## src/rtl/rob_strat_pkg.sv

```systemverilog
package rob_strat_pkg;
   typedef enum logic [1:0] {
      SLOT_FREE = 2'd0,
      SLOT_SKIP = 2'd1,
      SLOT_BUSY = 2'd2,
      SLOT_DONE = 2'd3
   } slot_state_e;
endpackage

```

## src/rtl/rob_alloc_ctrl.sv

```systemverilog
module rob_alloc_ctrl #(
   parameter  int SLOTS  = 32,
   parameter  int LANES  = 4,
   localparam int IDX_W  = $clog2(SLOTS),
   localparam int PTR_W  = IDX_W + 1,
   localparam int LANE_W = $clog2(LANES)
) (
   input  logic [PTR_W-1:0]  tail_i,
   input  logic [PTR_W-1:0]  occ_i,
   input  logic [LANE_W-1:0] lane_i,
   input  logic              target_free_i,
   output logic [LANE_W-1:0] skip_o,
   output logic [IDX_W-1:0]  target_o,
   output logic              ready_o
);
   logic [PTR_W:0] need;
   logic           room;

   // distance from the tail to the first slot of the requested lane
   assign skip_o   = lane_i - tail_i[LANE_W-1:0];
   assign target_o = tail_i[IDX_W-1:0] + IDX_W'(skip_o);

   always_comb begin
      need = {1'b0, occ_i} + (PTR_W+1)'(skip_o) + (PTR_W+1)'(1);
      room = need <= (PTR_W+1)'(SLOTS);
   end

   assign ready_o = room && target_free_i;
endmodule

```

## src/rtl/rob_retire_scan.sv

```systemverilog
module rob_retire_scan
   import rob_strat_pkg::*;
#(
   parameter  int SLOTS  = 32,
   parameter  int LANES  = 4,
   localparam int IDX_W  = $clog2(SLOTS),
   localparam int PTR_W  = IDX_W + 1,
   localparam int LANE_W = $clog2(LANES)
) (
   input  slot_state_e       st_i [SLOTS],
   input  logic [IDX_W-1:0]  head_i,
   input  logic [PTR_W-1:0]  occ_i,
   output logic [LANE_W:0]   adv_o,
   output logic              commit_o,
   output logic [IDX_W-1:0]  commit_idx_o
);
   logic             stop;
   logic [IDX_W-1:0] idx;

   // window of LANES slots from the head: leading skips drain, first real entry decides
   always_comb begin
      adv_o        = '0;
      commit_o     = 1'b0;
      commit_idx_o = head_i;
      stop         = 1'b0;
      idx          = head_i;
      for (int k = 0; k < LANES; k++) begin
         idx = head_i + IDX_W'(k);
         if (!stop && (PTR_W'(k) < occ_i)) begin
            if (st_i[idx] == SLOT_SKIP) begin
               adv_o = (LANE_W+1)'(k + 1);
            end else begin
               stop = 1'b1;
               if (st_i[idx] == SLOT_DONE) begin
                  commit_o     = 1'b1;
                  commit_idx_o = idx;
                  adv_o        = (LANE_W+1)'(k + 1);
               end
            end
         end else begin
            stop = 1'b1;
         end
      end
   end
endmodule

```

## src/rtl/rob_lane_cam.sv

```systemverilog
module rob_lane_cam
   import rob_strat_pkg::*;
#(
   parameter  int SLOTS  = 32,
   parameter  int LANES  = 4,
   parameter  int REG_W  = 5,
   localparam int IDX_W  = $clog2(SLOTS),
   localparam int LANE_W = $clog2(LANES),
   localparam int TAG_W  = REG_W - LANE_W,
   localparam int ROWS   = SLOTS / LANES
) (
   input  slot_state_e       st_i  [SLOTS],
   input  logic [TAG_W-1:0]  tag_i [SLOTS],
   input  logic [IDX_W-1:0]  head_i,
   input  logic [REG_W-1:0]  src_i,
   output logic              hit_o,
   output logic              done_o,
   output logic [IDX_W-1:0]  idx_o
);
   logic [IDX_W-1:0] s;
   logic [IDX_W-1:0] age;
   logic [IDX_W-1:0] best_age;

   // only the ROWS slots of the source lane are compared; the newest (largest age) wins
   always_comb begin
      hit_o    = 1'b0;
      done_o   = 1'b0;
      idx_o    = '0;
      best_age = '0;
      s        = '0;
      age      = '0;
      for (int j = 0; j < ROWS; j++) begin
         s   = IDX_W'(j * LANES) | IDX_W'(src_i[LANE_W-1:0]);
         age = s - head_i;
         if ((st_i[s] == SLOT_BUSY || st_i[s] == SLOT_DONE) &&
             tag_i[s] == src_i[REG_W-1:LANE_W] &&
             (!hit_o || age > best_age)) begin
            hit_o    = 1'b1;
            best_age = age;
            idx_o    = s;
            done_o   = st_i[s] == SLOT_DONE;
         end
      end
   end
endmodule

```

## src/rtl/rob_lane_strat.sv

```systemverilog
module rob_lane_strat
   import rob_strat_pkg::*;
#(
   parameter  int SLOTS  = 32,
   parameter  int LANES  = 4,
   parameter  int REG_W  = 5,
   parameter  int DATA_W = 32,
   localparam int IDX_W  = $clog2(SLOTS),
   localparam int PTR_W  = IDX_W + 1,
   localparam int LANE_W = $clog2(LANES),
   localparam int TAG_W  = REG_W - LANE_W
) (
   input  logic              clk,
   input  logic              rst_n,
   input  logic              flush_i,
   input  logic              alloc_valid_i,
   input  logic [REG_W-1:0]  alloc_dst_i,
   output logic              alloc_ready_o,
   output logic [IDX_W-1:0]  alloc_slot_o,
   input  logic              cmpl_valid_i,
   input  logic [IDX_W-1:0]  cmpl_slot_i,
   input  logic [DATA_W-1:0] cmpl_data_i,
   output logic              retire_valid_o,
   output logic [IDX_W-1:0]  retire_slot_o,
   output logic [REG_W-1:0]  retire_dst_o,
   output logic [DATA_W-1:0] retire_data_o,
   input  logic [REG_W-1:0]  lookup_src_i,
   output logic              lookup_hit_o,
   output logic              lookup_done_o,
   output logic [IDX_W-1:0]  lookup_slot_o,
   output logic [DATA_W-1:0] lookup_data_o
);
   // elaboration-time parameter checks
   if (LANES < 2 || (LANES & (LANES - 1)) != 0) begin : g_bad_lanes
      $error("LANES must be a power of two of at least 2");
   end
   if ((SLOTS & (SLOTS - 1)) != 0 || SLOTS < 2 * LANES) begin : g_bad_slots
      $error("SLOTS must be a power of two holding at least two rows of lanes");
   end
   if (REG_W <= LANE_W) begin : g_bad_regw
      $error("REG_W must exceed the lane field width");
   end

   logic [PTR_W-1:0]  head_q, tail_q, occ;
   slot_state_e       st_arr   [SLOTS];
   logic [TAG_W-1:0]  tag_arr  [SLOTS];
   logic [DATA_W-1:0] data_arr [SLOTS];

   logic [LANE_W-1:0] skip;
   logic [IDX_W-1:0]  target;
   logic              alloc_fire;
   logic [LANE_W:0]   ret_adv;
   logic              commit;
   logic [IDX_W-1:0]  commit_idx;

   assign occ = tail_q - head_q;

   rob_alloc_ctrl #(.SLOTS(SLOTS), .LANES(LANES)) u_alloc (
      .tail_i        (tail_q),
      .occ_i         (occ),
      .lane_i        (alloc_dst_i[LANE_W-1:0]),
      .target_free_i (st_arr[target] == SLOT_FREE),
      .skip_o        (skip),
      .target_o      (target),
      .ready_o       (alloc_ready_o)
   );

   assign alloc_slot_o = target;
   assign alloc_fire   = alloc_valid_i && alloc_ready_o && !flush_i;

   rob_retire_scan #(.SLOTS(SLOTS), .LANES(LANES)) u_retire (
      .st_i         (st_arr),
      .head_i       (head_q[IDX_W-1:0]),
      .occ_i        (occ),
      .adv_o        (ret_adv),
      .commit_o     (commit),
      .commit_idx_o (commit_idx)
   );

   rob_lane_cam #(.SLOTS(SLOTS), .LANES(LANES), .REG_W(REG_W)) u_cam (
      .st_i   (st_arr),
      .tag_i  (tag_arr),
      .head_i (head_q[IDX_W-1:0]),
      .src_i  (lookup_src_i),
      .hit_o  (lookup_hit_o),
      .done_o (lookup_done_o),
      .idx_o  (lookup_slot_o)
   );

   // per-slot state, tag and result storage
   for (genvar i = 0; i < SLOTS; i++) begin : g_slot
      slot_state_e       st_q;
      logic [TAG_W-1:0]  tag_q;
      logic [DATA_W-1:0] data_q;
      logic [IDX_W-1:0]  from_tail, from_head;

      assign from_tail = IDX_W'(i) - tail_q[IDX_W-1:0];
      assign from_head = IDX_W'(i) - head_q[IDX_W-1:0];

      always_ff @(posedge clk or negedge rst_n) begin
         if (!rst_n) begin
            st_q   <= SLOT_FREE;
            tag_q  <= '0;
            data_q <= '0;
         end else if (flush_i) begin
            st_q   <= SLOT_FREE;
         end else if (alloc_fire && from_tail < IDX_W'(skip)) begin
            st_q   <= SLOT_SKIP;
         end else if (alloc_fire && IDX_W'(i) == target) begin
            st_q   <= SLOT_BUSY;
            tag_q  <= alloc_dst_i[REG_W-1:LANE_W];
         end else if (cmpl_valid_i && cmpl_slot_i == IDX_W'(i) && st_q == SLOT_BUSY) begin
            st_q   <= SLOT_DONE;
            data_q <= cmpl_data_i;
         end else if (from_head < IDX_W'(ret_adv)) begin
            st_q   <= SLOT_FREE;
         end
      end

      assign st_arr[i]   = st_q;
      assign tag_arr[i]  = tag_q;
      assign data_arr[i] = data_q;
   end

   always_ff @(posedge clk or negedge rst_n) begin
      if (!rst_n) begin
         head_q <= '0;
         tail_q <= '0;
      end else if (flush_i) begin
         head_q <= '0;
         tail_q <= '0;
      end else begin
         if (alloc_fire) tail_q <= tail_q + PTR_W'(skip) + PTR_W'(1);
         head_q <= head_q + PTR_W'(ret_adv);
      end
   end

   assign retire_valid_o = commit && !flush_i;
   assign retire_slot_o  = commit_idx;
   assign retire_dst_o   = {tag_arr[commit_idx], commit_idx[LANE_W-1:0]};
   assign retire_data_o  = data_arr[commit_idx];
   assign lookup_data_o  = data_arr[lookup_slot_o];
endmodule

```

## config.mk

```make
export PLATFORM = sky130hd
export DESIGN_NAME = rob_lane_strat
export DESIGN_NICKNAME = d
export VERILOG_FILES = /design/src/rtl/rob_strat_pkg.sv /design/src/rtl/rob_alloc_ctrl.sv /design/src/rtl/rob_retire_scan.sv /design/src/rtl/rob_lane_cam.sv /design/src/rtl/rob_lane_strat.sv
export SDC_FILE = /design/constraint.sdc
export NUM_CORES = 2
export LEC_CHECK = 0
export BUFFER_PORTS_ARGS = -buffer_cell sky130_fd_sc_hd__buf_2
export CAP_MARGIN = 20
export CORE_MARGIN = 2
export CORE_UTILIZATION = 55
export CTS_CLUSTER_DIAMETER = 150
export DETAILED_ROUTE_END_ITERATION = 10
export MAX_ROUTING_LAYER = met4
export PLACE_DENSITY = 0.69
export SLEW_MARGIN = 20
export SYNTH_ARGS = -nofsm -noshare
export SYNTH_HDL_FRONTEND = slang
export SYNTH_SLANG_ARGS = --single-unit
```

## constraint.sdc

```tcl
create_clock -name clk -period 35.2 [get_ports clk]
set_clock_uncertainty 0.15 [all_clocks]
set_input_delay 5.28 -clock clk [delete_from_list [all_inputs] [get_ports clk]]
set_output_delay 5.28 -clock clk [all_outputs]
set_load 0.01 [all_outputs]
```

-- After elaboration in Yosys (flattened, before gate mapping)
Index checks and enable logic that the tools add are counted.
- add/sub/neg operators: 83
- order comparisons: 91
- equality and inequality tests: 126
- muxes and demuxes: 305
- bitwise gates (word level): 80
- reduce and logical (&&, ||, !) cells: 276
- operators by type and width (operator ; number):
    2-bit two-way mux ; 187
    32-bit binary-select mux with 5-bit select ; 2
    5-bit by 2-bit less-than comparator with 1-bit output ; 32
    5-bit by 3-bit less-than comparator with 1-bit output ; 32
    5-bit nonzero test ; 32
    5-bit subtractor, first input constant ; 32
    1-bit logical AND ; 150
    3-bit binary-select mux with 5-bit select ; 9
    2-bit binary-select mux with 5-bit select ; 13
    32-bit two-way mux ; 4
    4-bit AND reduction ; 32
    5-bit two-way mux ; 23
    2-bit equality test, second input constant ; 52
    3-bit AND reduction ; 32
    6-bit >= comparator, second input constant ; 15
    3-bit two-way mux ; 29
    5-bit equality test, first input constant ; 16
    5-bit equality test, second input constant ; 16
    4-bit by 5-bit subtractor with 5-bit output, first input constant ; 16
    5-bit NOT with 6-bit output ; 11
    1-bit NOT ; 65
    4-bit by 5-bit equality test with 1-bit output, first input constant ; 8
    5-bit by 4-bit equality test with 1-bit output, second input constant ; 8
    3-bit by 5-bit subtractor with 5-bit output, first input constant ; 8
    other kinds (38) ; 137
- bits in registers: 1196
- bits of input ports: 52
- output and inout bits: 88
- word-level logic and storage cells: 1059

-- Depth between registers and ports, before layout
- depth after elaboration: 40
- gate-level depth with buffers: 74
- mapped depth without buffers: 65

-- Hierarchy
A second synthesis with hierarchy kept.
- cells, all modules: 5075
- area, all modules: 72019.1 µm²
- modules (own cells, without submodules) (module ; instances ; cells an instance ; area an instance (µm²) ; sequential area each (µm²)):
    rob_lane_strat ; 1 ; 4438 ; 66078.4 ; 29928.7
    rob_retire_scan ; 1 ; 288 ; 2865.2 ; 0.0
    rob_lane_cam ; 1 ; 322 ; 2857.7 ; 0.0
    rob_alloc_ctrl ; 1 ; 27 ; 217.7 ; 0.0

-- Least setup slack after synthesis
No wires, ideal clock.
- path type: in2out
- from: input lookup_src_i[0]
- to: output lookup_data_o[0]
- arrival time: 18.889 ns
- data required time: 29.770 ns
- slack: 10.881 ns
- cell stages on the path: 73
- buffers on the path: 10
- path through: buf_4 > buf_6 > buf_4 > buf_4 > buf_1 > inv_2 > buf_1 > ha_1 > inv_1 > fa_1 > xor2_1 > inv_1 > nand2b_1 > ha_1 > a21o_1 > a21oi_1 > a31oi_1 > o21bai_1 > [37 not listed] > clkbuf_1 > o21ai_0 > ha_1 > o21a_1 > o21a_1 > o21ai_0 > a221o_1 > o31ai_1 > a221oi_4 > inv_2 > buf_2 > buf_2 > buf_2 > a211oi_1 > a21oi_1 > o21ai_0 > a21oi_1 > a211oi_1
- word-level cells in the longest chain between the ends: 40
- elaborated cells on any way between the ends: 158
- classes of those cells: 8 x add/sub; 7 x order compare; 24 x eq/ne; 73 x mux; 9 x bitwise; 37 x reduce/logical
- ends and longest elaborated chain (what ; line ; RTL):
    from (decl) ; rob_lane_strat.sv:27 ; input logic [REG_W-1:0] lookup_src_i,
    2-bit NOT with 6-bit output (not written as such) ; rob_lane_cam.sv:35, rob_lane_cam.sv:36 ;
    2-bit binary-select mux with 5-bit select ; rob_lane_cam.sv:35 ; if ((st_i[s] == SLOT_BUSY || st_i[s] == SLOT_DONE) &&
    2-bit two-way mux (not written as such) (2 in a row) ; rob_lane_cam.sv:35 ;
    2-bit equality test ; rob_lane_cam.sv:35 ;
    1-bit logical OR ; rob_lane_cam.sv:35 ;
    1-bit logical AND ; rob_lane_cam.sv:35 ;
    5-bit two-way mux or 1-bit two-way mux (tied branches) ; rob_lane_cam.sv:35 ;
    5-bit > comparator or 1-bit logical NOT (tied branches) ; rob_lane_cam.sv:37 ; (!hit_o || age > best_age)) begin
    [22 not listed] ; -- ;
    5-bit two-way mux or 1-bit two-way mux (tied branches) ; rob_lane_cam.sv:35 ;
    5-bit > comparator or 1-bit logical NOT (tied branches) ; rob_lane_cam.sv:37 ;
    1-bit logical OR ; rob_lane_cam.sv:37 ;
    1-bit logical AND ; rob_lane_cam.sv:36 ; tag_i[s] == src_i[REG_W-1:LANE_W] &&
    5-bit two-way mux * ; rob_lane_cam.sv:35 ;
    5-bit NOT with 6-bit output (not written as such) * ; rob_lane_strat.sv:142 ; assign lookup_data_o = data_arr[lookup_slot_o];
    32-bit binary-select mux with 5-bit select * ; rob_lane_strat.sv:142 ;
    32-bit two-way mux (not written as such) * (2 in a row) ; rob_lane_strat.sv:142 ;
    to (decl) ; rob_lane_strat.sv:31 ; output logic [DATA_W-1:0] lookup_data_o
Every way passes the cells marked *; elsewhere a longest branch is shown, timed or not. The select of a mux whose other input is x is not followed.

-- Final worst setup path
- from: input lookup_src_i[1]
- to: output lookup_data_o[28]
The elaborated chain is that of the path after synthesis.

==> results_dict.tcl <==
set metrics [dict create \
    setup_viol 0 \
    clkSinkCount 1196 \
    ys_top_cells_by_area "dfrtp_1 38%, mux2_2 15%, nand2_1 6.5%" \
    fin_area_mm2 0.0847 \
    slew_viol_final 0 \
    synth_fp_nets 8373 \
    rows 138 \
    reg2reg_slack_ns 27.71 \
    p_total_w 0.00415 \
    syn_area_mm2 0.0789 \
    synth_area_per_cell_um2 9.59 \
    drive_above_1_share_pct 22.7 \
    clk_latency_ns 0.80 \
    firstDrtPassIters 8 \
    syn_to_final_growth_pct 7.44 \
    critPathSlowestCell "a211oi_1" \
    routedWlPerCell_um 30.2 \
    gpl.final_weighted_congestion 1.03 \
    synth-warning-count 0 \
    dp_hpwl_mm 164 \
    placed_area_mm2 0.0800 \
    coreArea_mm2 0.142 \
    peakVddDrop_v 0.0000634 \
    route.detailed.drc 0 \
    viasPerCell 7.13 \
    wirelength_mm 298 \
    clockBufferDepth 3 \
    fill_cells 12000 \
    synth_top_area_cell "dfrtp_1" \
    cp.arrival_ns 22.91 \
    required_ns 29.77 \
    port_buffers 139 \
    maxSlewHeadroom_pct 18.6 \
    synth_flop_cell "dfrtp_1" \
    postCtsSetupBuffers 0 \
    status "complete, no violations" \
    whs_ns 0.364 \
    critical_path_class "input port to output port" \
    power_density_mw_per_mm2 48.9 \
    hp-class "register to register" \
    final_core_util_pct 59.7 \
    async_reset_ff_share_pct 100 \
    synth-edff-count 0 \
    cts_hold_buf 0 \
    finalSetupTns_ns 0 \
    critPathMostFrequentCell "a21oi_1" \
    timing.fmax_mhz 35.3 \
    grt_max_degree 175 \
    fp.dieH_um 383 \
    vias 70300 \
    power_leakage_nw 37.5 \
    ys_types 90 \
    cp_max_fo 163 \
    ioPinCount 140 \
    drt_iter0_drc 9439 \
    overflow 0 \
    final_nets 8005 \
    syn_inst 8227 \
    track_usage_pct 41.1 \
    rsz0062_at_grt "no" \
    grt_pass1_vias 66900 \
    drv_cap 0 \
    cts_tree "done" \
    die_x_um 383 \
    cts_root_buf "clkbuf_16" \
    worstMarginPinSlew_ns 1.22 \
    cts_made_buffers 139 \
    slowest_delay_ns 1.02 \
    antenna_found_initial 11 \
    worst_setup_path_start_kind "input port" \
    synth_top_area_share_pct 37.9 \
    initial_core_util_pct 55.6 \
    period_share_pct 80.5 \
    ys_seq_elements 1196 \
    ant_nets 0 \
    h-tree-depth 4 \
    grt_pass1_wl_mm 441 \
    die-area_mm2 0.146 \
    hold_viol_final 0 \
    critPathCaptureType "output port" \
    clkTransAtPathRegs_ns 0.06 \
    ys_seq_area_share_pct 37.9 \
    fin_crit_ns 28.34 \
    cts-resized-gates 0 \
]
[cell families (layout without fill, tap and decap cells)]
| kind of cell | after synthesis | in the layout | share of synthesized area, % |
|---|---|---|---|
| and+or+nand+nor | 2951 | 2951 | 17.4 |
| muxes | 1575 | 1575 | 24.0 |
| AOI/OAI and AO/OA | 1444 | 1444 | 13.2 |
| DFF | 1196 | 1196 | 37.9 |
| buffers and inverters | 869 | 608 | 4.76 |
| xor gates and xnor gates | 98 | 98 | 1.13 |
| adders and majority gates | 94 | 94 | 1.55 |
| other | 0 | 8 | 0 |
[report_power, final]
part	internal [W]	switching, W	leakage [nW]
clock network	0.000868	0.000625	2.30
logic	0.000323	0.000874	18.5
registers	0.00141	0.0000524	16.7
[stage by stage]
stage	worst slack, ns	std cells
floorplan	10.88	8227
global placement	7.55	9605
detailed placement	7.48	9606
CTS	7.40	9854
global route	6.11	9862
finish	6.86	9864
[placed cells by master (no fill, tap or decap), types with 18 or more instances in the layout]
cell	count
nand2_1	1347
dfrtp_1	1195
mux2_2	1033
nand3_1	492
a21oi_1	391
nor2_1	362
mux2i_1	287
nand4_1	212
and3_1	196
a22o_1	196
a211oi_1	173
clkbuf_16	143
mux4_2	140
buf_2	137
o21ai_0	120
buf_4	117
mux2_1	115
a22oi_1	88
ha_1	88
xnor2_1	84
a2111oi_0	77
inv_1	68
nor3b_1	65
nor2b_1	63
a31oi_1	56
nor3_1	47
a311oi_1	41
o221ai_1	32
a32o_1	32
o32a_1	31
a211oi_2	31
clkbuf_1	30
clkbuf_8	29
clkinv_2	24
a221oi_1	21
nand2b_1	19
a21o_1	19
nand4b_1	18
[cell usage after synthesis, types with 41 or more instances]
cell       number
a31oi_1        56
clkbuf_1      443
mux4_2        140
buf_1          85
o21ai_0       120
nor3b_1        67
a2111oi_0      78
a21oi_1       392
a22o_1        196
nor2_1        373
nand2_1      1367
nor3_1         48
mux2_1        115
nand3_1       494
dfrtp_1      1196
ha_1           88
mux2_2       1033
a211oi_1      173
and3_1        196
xnor2_1        84
buf_2         214
a311oi_1       41
a22oi_1        88
nand4_1       212
nor2b_1        65
inv_1          69
mux2i_1       287
[cell type report]
type	count	area [µm²]	share of cell area (%)
multi-input cells	6162	45500	53.7
flip-flops and latches	1196	29900	35.3
clock buffers	202	4090	4.83
well taps	1890	2360	2.79
repair buffers	274	1940	2.29
clock inverters	46	567	0.669
inverters	86	365	0.431
diodes	8	20.0	0.0236
[worst paths after layout]
check | from | to | cells past startpoint
setup reg to reg | head_q[0] | g_slot[22].data_q[30] | 18
max in group asynchronous | rst_n | g_slot[8].data_q[15] | 5
hold / removal | g_slot[25].data_q[4] | g_slot[25].data_q[4] | 1
setup / recovery | lookup_src_i[1] | lookup_data_o[28] | 64
hold reg to reg | g_slot[25].data_q[4] | g_slot[25].data_q[4] | 1
min in group asynchronous | rst_n | tail_q[5] | 1
[state kept, by name, summed over array words and instances (netlist names)]
signal and count:
g_slot.tag_q 96, tail_q 6, head_q 6, g_slot.st_q 64
g_slot.data_q 1024
[per-layer routing]
layer / vias up / global-route usage, % / routed length [µm]
li1: 29500 / - / -
met4: 0 / 22.9 / 19100
met2: 4599 / 59.7 / 129000
met3: 1080 / 9.20 / 34600
met1: 35100 / 53.3 / 115000
met5: - / - / 0
[critical path, delay by kind of cell]
kind / cells / cell delay, ns
AND/OR/NAND/NOR: 7 / 0.91
adder cells (fa/ha/maj): 8 / 2.55
buffers and inverters: 8 / 3.49
multiplexers: 4 / 1.49
AO/OA/AOI/OAI: 36 / 8.36
XOR/XNOR: 1 / 0.59
Note: power is estimated with default switching activity, not from simulation.
